--- src/rtl/prf_pkg.sv ---
package prf_pkg;
  // how a qualified write lands in the live array
  typedef enum logic [1:0] {
    WR_NONE   = 2'd0,
    WR_CLEAN  = 2'd1,
    WR_POISON = 2'd2,
    WR_REJECT = 2'd3  // poison requested outside runahead: stored clean
  } wr_kind_e;
endpackage

--- src/rtl/prf_wr_gate.sv ---
module prf_wr_gate
  import prf_pkg::*;
#(
  parameter int unsigned AW = 5
) (
  input  logic          wr_en_i,
  input  logic [AW-1:0] wr_addr_i,
  input  logic          wr_inv_i,
  input  logic          runahead_i,
  input  logic          restore_i,
  output wr_kind_e      kind_o,
  output logic          err_o
);
  assign err_o = wr_en_i & wr_inv_i & ~runahead_i;

  always_comb begin
    if (!wr_en_i || restore_i || (wr_addr_i == '0)) kind_o = WR_NONE;
    else if (wr_inv_i && runahead_i)                kind_o = WR_POISON;
    else if (wr_inv_i)                              kind_o = WR_REJECT;
    else                                            kind_o = WR_CLEAN;
  end
endmodule

--- src/rtl/prf_bank.sv ---
module prf_bank
  import prf_pkg::*;
#(
  parameter int unsigned NREGS = 32,
  parameter int unsigned XLEN  = 32,
  localparam int unsigned AW   = $clog2(NREGS)
) (
  input  logic            clk_i,
  input  logic            rst_ni,
  input  wr_kind_e        kind_i,
  input  logic [AW-1:0]   wr_addr_i,
  input  logic [XLEN-1:0] wr_data_i,
  input  logic            ckpt_i,
  input  logic            restore_i,
  output logic [XLEN-1:0] val_o [NREGS],
  output logic            inv_o [NREGS]
);
  assign val_o[0] = '0;
  assign inv_o[0] = 1'b0;

  for (genvar i = 1; i < NREGS; i++) begin : g_reg
    logic [XLEN-1:0] val_q, shd_q;
    logic            inv_q;
    logic            hit;

    assign hit = (kind_i != WR_NONE) && (wr_addr_i == AW'(i));

    always_ff @(posedge clk_i or negedge rst_ni) begin
      if (!rst_ni) begin
        val_q <= '0;
        inv_q <= 1'b0;
      end else if (restore_i) begin
        val_q <= shd_q;
        inv_q <= 1'b0;
      end else if (hit) begin
        val_q <= wr_data_i;
        inv_q <= (kind_i == WR_POISON);
      end
    end

    // shadow takes the pre-edge live value; restore has precedence
    always_ff @(posedge clk_i or negedge rst_ni) begin
      if (!rst_ni)                     shd_q <= '0;
      else if (ckpt_i && !restore_i)   shd_q <= val_q;
    end

    assign val_o[i] = val_q;
    assign inv_o[i] = inv_q;
  end
endmodule

--- src/rtl/prf_rd_port.sv ---
module prf_rd_port #(
  parameter int unsigned NREGS = 32,
  parameter int unsigned XLEN  = 32,
  localparam int unsigned AW   = $clog2(NREGS)
) (
  input  logic [AW-1:0]   addr_i,
  input  logic [XLEN-1:0] val_i [NREGS],
  input  logic            inv_i [NREGS],
  output logic [XLEN-1:0] data_o,
  output logic            inv_o
);
  always_comb begin
    data_o = '0;
    inv_o  = 1'b0;
    for (int i = 0; i < NREGS; i++) begin
      if (addr_i == AW'(i)) begin
        data_o = val_i[i];
        inv_o  = inv_i[i];
      end
    end
  end
endmodule

--- src/rtl/poison_regfile.sv ---
module poison_regfile
  import prf_pkg::*;
#(
  parameter int unsigned NREGS = 32,
  parameter int unsigned XLEN  = 32,
  localparam int unsigned AW   = $clog2(NREGS)
) (
  input  logic            clk_i,
  input  logic            rst_ni,
  input  logic            runahead_i,
  input  logic [AW-1:0]   rd_a_addr_i,
  output logic [XLEN-1:0] rd_a_data_o,
  output logic            rd_a_inv_o,
  input  logic [AW-1:0]   rd_b_addr_i,
  output logic [XLEN-1:0] rd_b_data_o,
  output logic            rd_b_inv_o,
  output logic            src_any_inv_o,
  input  logic            wr_en_i,
  input  logic [AW-1:0]   wr_addr_i,
  input  logic [XLEN-1:0] wr_data_i,
  input  logic            wr_inv_i,
  output logic            inv_err_o,
  input  logic            ckpt_i,
  input  logic            restore_i
);
  localparam int unsigned NRD = 2;

  wr_kind_e        kind;
  logic [XLEN-1:0] vals [NREGS];
  logic            invs [NREGS];
  logic [AW-1:0]   rd_addr [NRD];
  logic [XLEN-1:0] rd_data [NRD];
  logic            rd_inv  [NRD];

  prf_wr_gate #(.AW(AW)) u_gate (
    .wr_en_i    (wr_en_i),
    .wr_addr_i  (wr_addr_i),
    .wr_inv_i   (wr_inv_i),
    .runahead_i (runahead_i),
    .restore_i  (restore_i),
    .kind_o     (kind),
    .err_o      (inv_err_o)
  );

  prf_bank #(.NREGS(NREGS), .XLEN(XLEN)) u_bank (
    .clk_i     (clk_i),
    .rst_ni    (rst_ni),
    .kind_i    (kind),
    .wr_addr_i (wr_addr_i),
    .wr_data_i (wr_data_i),
    .ckpt_i    (ckpt_i),
    .restore_i (restore_i),
    .val_o     (vals),
    .inv_o     (invs)
  );

  assign rd_addr[0] = rd_a_addr_i;
  assign rd_addr[1] = rd_b_addr_i;

  for (genvar p = 0; p < NRD; p++) begin : g_rd
    prf_rd_port #(.NREGS(NREGS), .XLEN(XLEN)) u_rd (
      .addr_i (rd_addr[p]),
      .val_i  (vals),
      .inv_i  (invs),
      .data_o (rd_data[p]),
      .inv_o  (rd_inv[p])
    );
  end

  assign rd_a_data_o   = rd_data[0];
  assign rd_a_inv_o    = rd_inv[0];
  assign rd_b_data_o   = rd_data[1];
  assign rd_b_inv_o    = rd_inv[1];
  assign src_any_inv_o = rd_inv[0] | rd_inv[1];
endmodule

--- config.mk ---
export PLATFORM = sky130hd
export DESIGN_NAME = poison_regfile
export DESIGN_NICKNAME = d
export VERILOG_FILES = /design/src/rtl/prf_pkg.sv /design/src/rtl/prf_wr_gate.sv /design/src/rtl/prf_bank.sv /design/src/rtl/prf_rd_port.sv /design/src/rtl/poison_regfile.sv
export SDC_FILE = /design/constraint.sdc
export NUM_CORES = 2
export LEC_CHECK = 0
export ABC_CLOCK_PERIOD_IN_PS = 3100
export BUFFER_PORTS_ARGS = -buffer_cell sky130_fd_sc_hd__buf_2
export CAP_MARGIN = 20
export CELL_PAD_IN_SITES_DETAIL_PLACEMENT = 1
export CELL_PAD_IN_SITES_GLOBAL_PLACEMENT = 1
export CORE_UTILIZATION = 35
export CTS_BUF_LIST = sky130_fd_sc_hd__clkbuf_8
export DETAILED_ROUTE_END_ITERATION = 8
export HOLD_SLACK_MARGIN = 0.03
export PLACE_DENSITY = 0.67
export SYNTH_ARGS = -nofsm -noshare
export SYNTH_HDL_FRONTEND = slang
export SYNTH_HIERARCHICAL = 1
export SYNTH_SLANG_ARGS = --single-unit
--- constraint.sdc ---
create_clock -name clk_i -period 3.1 [get_ports clk_i]
set_clock_uncertainty 0.15 [all_clocks]
set_input_delay 0.155 -clock clk_i [delete_from_list [all_inputs] [get_ports clk_i]]
set_output_delay 0.155 -clock clk_i [all_outputs]
set_load 0.02 [all_outputs]
# [Word-level counts from Yosys, hierarchy flattened]
# Cells that the tools add are included.
# W data, S select, Z words.
[word_totals] ff_bits=2015
[op_classes] bitwise=4 reduce_logical=70 n_mux=251 n_eq_ne=94
[ops] cell="$mux W32" count=124
[ops] cell="$eq A5 B5 Y1 const B" count=48
[ops] cell="$mux W1" count=124
[ops] cell="$eq A5 B4 Y1 const B" count=24
[ops] cell="$reduce_bool A2 Y1" count=32
[ops] cell="$eq A5 B3 Y1 const B" count=12
[ops] cell="$logic_and A1 B1 Y1" count=33
[ops] cell="$eq A5 B2 Y1 const B" count=6
[ops] cell="$eq A5 B1 Y1 const B" count=3
[ops] cell="$mux W2" count=3
[ops] cell="$logic_not A5 Y1" count=1
[ops] cell="$and A1 B1 Y1" count=2
[ops] cell="$eq A2 B2 Y1 const B" count=1
[ops] cell="$logic_not A1 Y1" count=2
[ops] cell="$logic_or A1 B1 Y1" count=2
[ops] cell="$not A1 Y1" count=1
[ops] cell="$or A1 B1 Y1" count=1

# [Longest topological paths before layout]
[depth] depth_word=33 mapped_depth=11 depth_no_buf=7

# [By module]
# Netlist, hierarchy kept.
[modules_own_cells] module="prf_bank" instances=1 seq_area_each_um2=50423.4 cells_per_inst=7022 area_each_um2=86035.0
[modules_own_cells] module="prf_rd_port" instances=2 seq_area_each_um2=0.0 cells_per_inst=1572 area_each_um2=10433.8
[modules_own_cells] module="prf_wr_gate" instances=1 seq_area_each_um2=0.0 cells_per_inst=8 area_each_um2=55.1
[modules_own_cells] module="poison_regfile" instances=1 seq_area_each_um2=0.0 cells_per_inst=1 area_each_um2=6.3

# [Least setup slack after synthesis]
# OpenSTA, ideal clock, no wires.
[synth_timing] path_kind="in2out" start="in rd_a_addr_i[2]" end="out rd_a_data_o[26]" path_stages=8 required_ps=2795 t_arrival_ps=2181 path_slack_ps=614 path_cell_list="buf_6 > buf_6 > or3b_1 > buf_2 > buf_2 > o221ai_1 > a311oi_1 > o41ai_1"
[synth_via] elab_chain_cells=32 elab_cells_between_ends=62
[synth_lines] item="start: declaration" line_no="poison_regfile.sv:11" text="input logic [AW-1:0] rd_a_addr_i,"
[synth_lines] item="$eq A5 B1 Y1" line_no="prf_rd_port.sv:16" text="if (addr_i == AW'(i)) begin"
[synth_lines] item="$mux W32 (30 in series)" line_no="prf_rd_port.sv:16"
[synth_lines] item="$mux W32 (*)" line_no="prf_rd_port.sv:16"
[synth_lines] item="end: declaration" line_no="poison_regfile.sv:12" text="output logic [XLEN-1:0] rd_a_data_o,"
# Mark *: on every way between the ends. The rest lies on a longest branch, timed or not.

# [Final worst setup path]
[layout_timing] start="reg u_bank.g_reg[7].val_q[29]" end="out rd_a_data_o[29]"
[layout_via] elab_chain_cells=25
[layout_lines] item="start: declaration" line_no="prf_bank.sv:22" text="logic [XLEN-1:0] val_q, shd_q;"
[layout_lines] item="start signal: assignment" line_no="prf_bank.sv:33" text="val_q <= shd_q;"
[layout_lines] item="start signal: assignment" line_no="prf_bank.sv:36" text="val_q <= wr_data_i;"
[layout_lines] item="$mux W32 (25 in series)" line_no="prf_rd_port.sv:16"
# Every way passes these cells.

==> run metrics <==
status=finished, violations left; violated checks=setup timing; pre-CTS WS=-0.7484 ns; nets=10,620; largest net degree at the start of global routing=130; wire per inst=roughly 38 um; worst hold stages=7; max frequency=0.2812 GHz; CP Class=reg2out; synth top area cells=dfrtp_1 (47%), mux2_2 (11%), a2bb2oi_1 (8.0%); grt total ovfl=0; Relative slew margins=about a third; Worst R2R Setup Slack=1.62 ns; CP endpoint kind=primary output; Synth-to-Final Area Change=21.24%; Storage cell area=0.05054 mm2; share of synthesized flip-flops with an asynchronous set or reset=100.0%; Die X=554.8 um; Routed Antenna Nets=0; Final Cell Area=0.1297 mm2; H-Tree Depth=5; Clock transition at path regs=approximately 0.070 ns; max-cap violation count=0; initial antenna violation count=58; routed vias/inst=a little under 7; Yosys cell types=86; DR vias=101,800; GRT Util Overall=35.44%; Ys Warns=6; final period utilization=114.7%; Final Hold Fails=0; num rows=202; first-pass GRT wire length=roughly 800 mm; final setup vio count=slightly above 60; Worst path depth=8; synthesized area per cell=10.51 um2; Power Dens Cells=761.0 mW/mm2; I/O pin total=122; Clock Tree Root=clkbuf_8; Worst Setup Start Kind=register; r2r worst-path depth=3; layout cells sized above 1=a little under a third; CTS tree=done; Synth Instances=10,180; Worst Setup SP=u_bank/g_reg[7].val_q[29]; CP max FO=4; unrepaired setup endpoints after global routing=true; Synth Cell Area=around 0.11 mm2; crit-path leading delay family=compound AO/OA/AOI/OAI gates; Starting Density=35.27%; worst r2r src=u_bank/g_reg[6].val_q[19]; total wire length=between 500 and 600 mm; DRT met1 WL=215.0 mm; post-layout min period=3.556 ns; Hold Path Class=in2reg; main flop type after synthesis=dfrtp_1; Leak=48.98 nW; CTS Buffer Depth=4; DP HPWL=372.9 mm; vias in the first global route=between 100k and 150k; worst hold margin=between 0.09 and 0.1 ns; fill count=32,560; Worst-Margin Slew=0.9956 ns; critical-path cell list=mux4_2 -> o21ai_2 -> o221a_1 -> a311oi_1 -> buf_4 -> o221ai_4 -> a21oi_4 -> buf_6; met2 wire length=approximately 250 mm; Iter 0 DRT Violations=12,200; Worst Setup Slack, final=-0.4562 ns; area fraction of the dominant cell type after synthesis=47.14%; detailed-route DRC error count=0; Post-synth EDFFs=0; Top Metal Used=met5; crit path capture=rd_a_data_o[29]; core area=~0.30 mm2; Pre-antenna DRT Iters=6; worst vdd ir=0.0004771 V; Slew Limit Fails=0; Skew-Pair Late Insertion Delay=1.01 ns; placed insts=between 10,000 and 15,000; final non-filler cell total=14,820; Data arrival, critical path=3.25 ns; area occupied by multi-input gates=0.05410 mm2; Port Buffers=121; total CTS buffers=364; met3 WL post-DR=53.04 mm; reg2reg end=u_bank/g_reg[6].val_q[19]; max incr delay on CP=around 0.57 ns; Placed Instance Area=roughly 0.12 mm2; Die Area=0.3078 mm2; Die H=between 500 and 600 um; Sink Count=2,015; global placer's final weighted congestion=1.029; register area share after synthesis=47.14%; Max stage delay cell, worst path=mux4_2; post-synth top area cell=dfrtp_1; #FFs+latches synth=2,015; CP bufs+invs=2; Crit path required time=2.79 ns
[repair_timing]
item                        CTS  global route
cloned                        0             0
gates resized for setup     642            98
pin swaps                   228            74
setup endpoints to repair    67            67
hold buffers                 48             0
hold endpoints to repair   3430             0
buffers inserted             78             7
[routing by layer]
layer | track usage (%) | vias up
met5 | 0 | -
met4 | 24.77 | 16
met3 | 8.769 | 1953
met2 | 53.51 | 6303
met1 | 44.48 | 53750
li1 | - | 39780
[cell type report]
| cell class | instances | share of cell area [%] |
|---|---|---|
| inverter | 36 | 0.1119 |
| multi-input combinational | 6896 | 41.72 |
| clock inverter | 173 | 0.7651 |
| timing repair buffer | 1253 | 9.863 |
| tap | 3978 | 3.838 |
| clock buffer | 442 | 4.691 |
| sequential | 2015 | 38.97 |
| antenna | 23 | 0.04438 |
[power breakdown]
group          switching [mW]  leakage [nW]  total (mW)  internal [mW]
clock network            12.2          4.11        25.5           13.3
logic                    12.9          23.9        26.6           13.7
registers                10.2          21.0        46.5           36.4
total                    35.3          49.0        98.7           63.4
[worst min-delay path: stages]
cell and delay [ns]:
buf_2 0.10, nand2b_1 0.19, a211oi_4 0.07, buf_12 0.17
inv_1 0.10, nand4_1 0.19, o21ai_0 0.20
[cells in the mapped netlist, drive strengths merged, types with 14 or more instances]
| cell type | instances |
|---|---|
| a21oi | 886 |
| a22oi | 124 |
| mux4 | 62 |
| or3 | 44 |
| nand3 | 79 |
| a32oi | 20 |
| a2bb2oi | 975 |
| o21ai | 1317 |
| o22a | 20 |
| o32ai | 28 |
| o221a | 24 |
| dfrtp | 2015 |
| a311oi | 21 |
| a221o | 32 |
| a211o | 18 |
| nand4b | 14 |
| a21o | 16 |
| nor2b | 78 |
| mux2 | 1062 |
| and3 | 30 |
| a211oi | 106 |
| nor3 | 62 |
| nand2 | 148 |
| nand3b | 40 |
| a31oi | 529 |
| inv | 36 |
| o21a | 42 |
| o22ai | 172 |
| nor2 | 287 |
| a221oi | 18 |
| clkbuf | 660 |
| o221ai | 90 |
| o41ai | 28 |
| o2111ai | 32 |
| nand2b | 47 |
| o211ai | 44 |
| mux2i | 192 |
| o211a | 60 |
| buf | 600 |
[state kept, by name, summed over array words and instances (netlist names)]
register,count
u_bank/g.val_q,992
u_bank/g.inv_q,31
u_bank/g.shd_q,992
[stage by stage]
stage / setup TNS (ns) / util [%] / power (mW)
finish: -13.56 / 42.76 / 98.69
global route: -14.70 / 42.74 / 102.4
CTS: -14.56 / 42.61 / 97.69
detailed placement: -10.24 / 38.98 / 70.40
global placement: -10.45 / 38.97 / 67.99
floorplan: 0 / - / 58.26
[cells in the final DEF (no fill, tap or decap), types with 45 or more instances in the layout]
cell / instances
buf_12: 250
o21ai_0: 1160
dlygate4sd3_1: 47
nand2_1: 138
clkbuf_8: 442
mux2i_1: 183
a31oi_1: 528
buf_2: 53
a21oi_2: 74
mux2_2: 1049
a21oi_1: 803
a22oi_1: 105
dfrtp_1: 1923
buf_6: 55
mux4_2: 62
inv_1: 151
dfrtp_2: 92
buf_4: 840
o211a_1: 56
o221ai_1: 51
nand2b_1: 45
a2bb2oi_1: 972
nor2b_1: 68
o21ai_1: 138
o22ai_1: 157
nor2_1: 260
a211oi_1: 54
nand3_1: 77
[cells by family (layout without fill, tap and decap cells)]
family / Yosys count / count (layout) / share of synthesized area, %
AOI/OAI and AO/OA: 4638 / 4638 / 28.41
xor gates and xnor gates: 2 / 2 / 0.03041
buffers and inverters: 1296 / 1904 / 5.591
DFF: 2015 / 2015 / 47.14
muxes: 1316 / 1316 / 14.28
other: 1 / 56 / 0.003506
and+or+nand+nor: 907 / 907 / 4.543
[worst min-delay path by stage]
stage,start,to,slack (ns)
finish,wr_en_i,u_bank/g_reg[17].inv_q,0.09
global route,wr_data_i[4],u_bank/g_reg[9].val_q[4],0.13
CTS,wr_en_i,u_bank/g_reg[17].inv_q,0.03
detailed placement,rst_ni,u_bank/g_reg[1].val_q[8],-0.09
global placement,rst_ni,u_bank/g_reg[1].shd_q[8],-0.09
floorplan,rst_ni,u_bank/g_reg[10].inv_q,-0.29
Note: power is estimated with default switching activity, not from simulation.
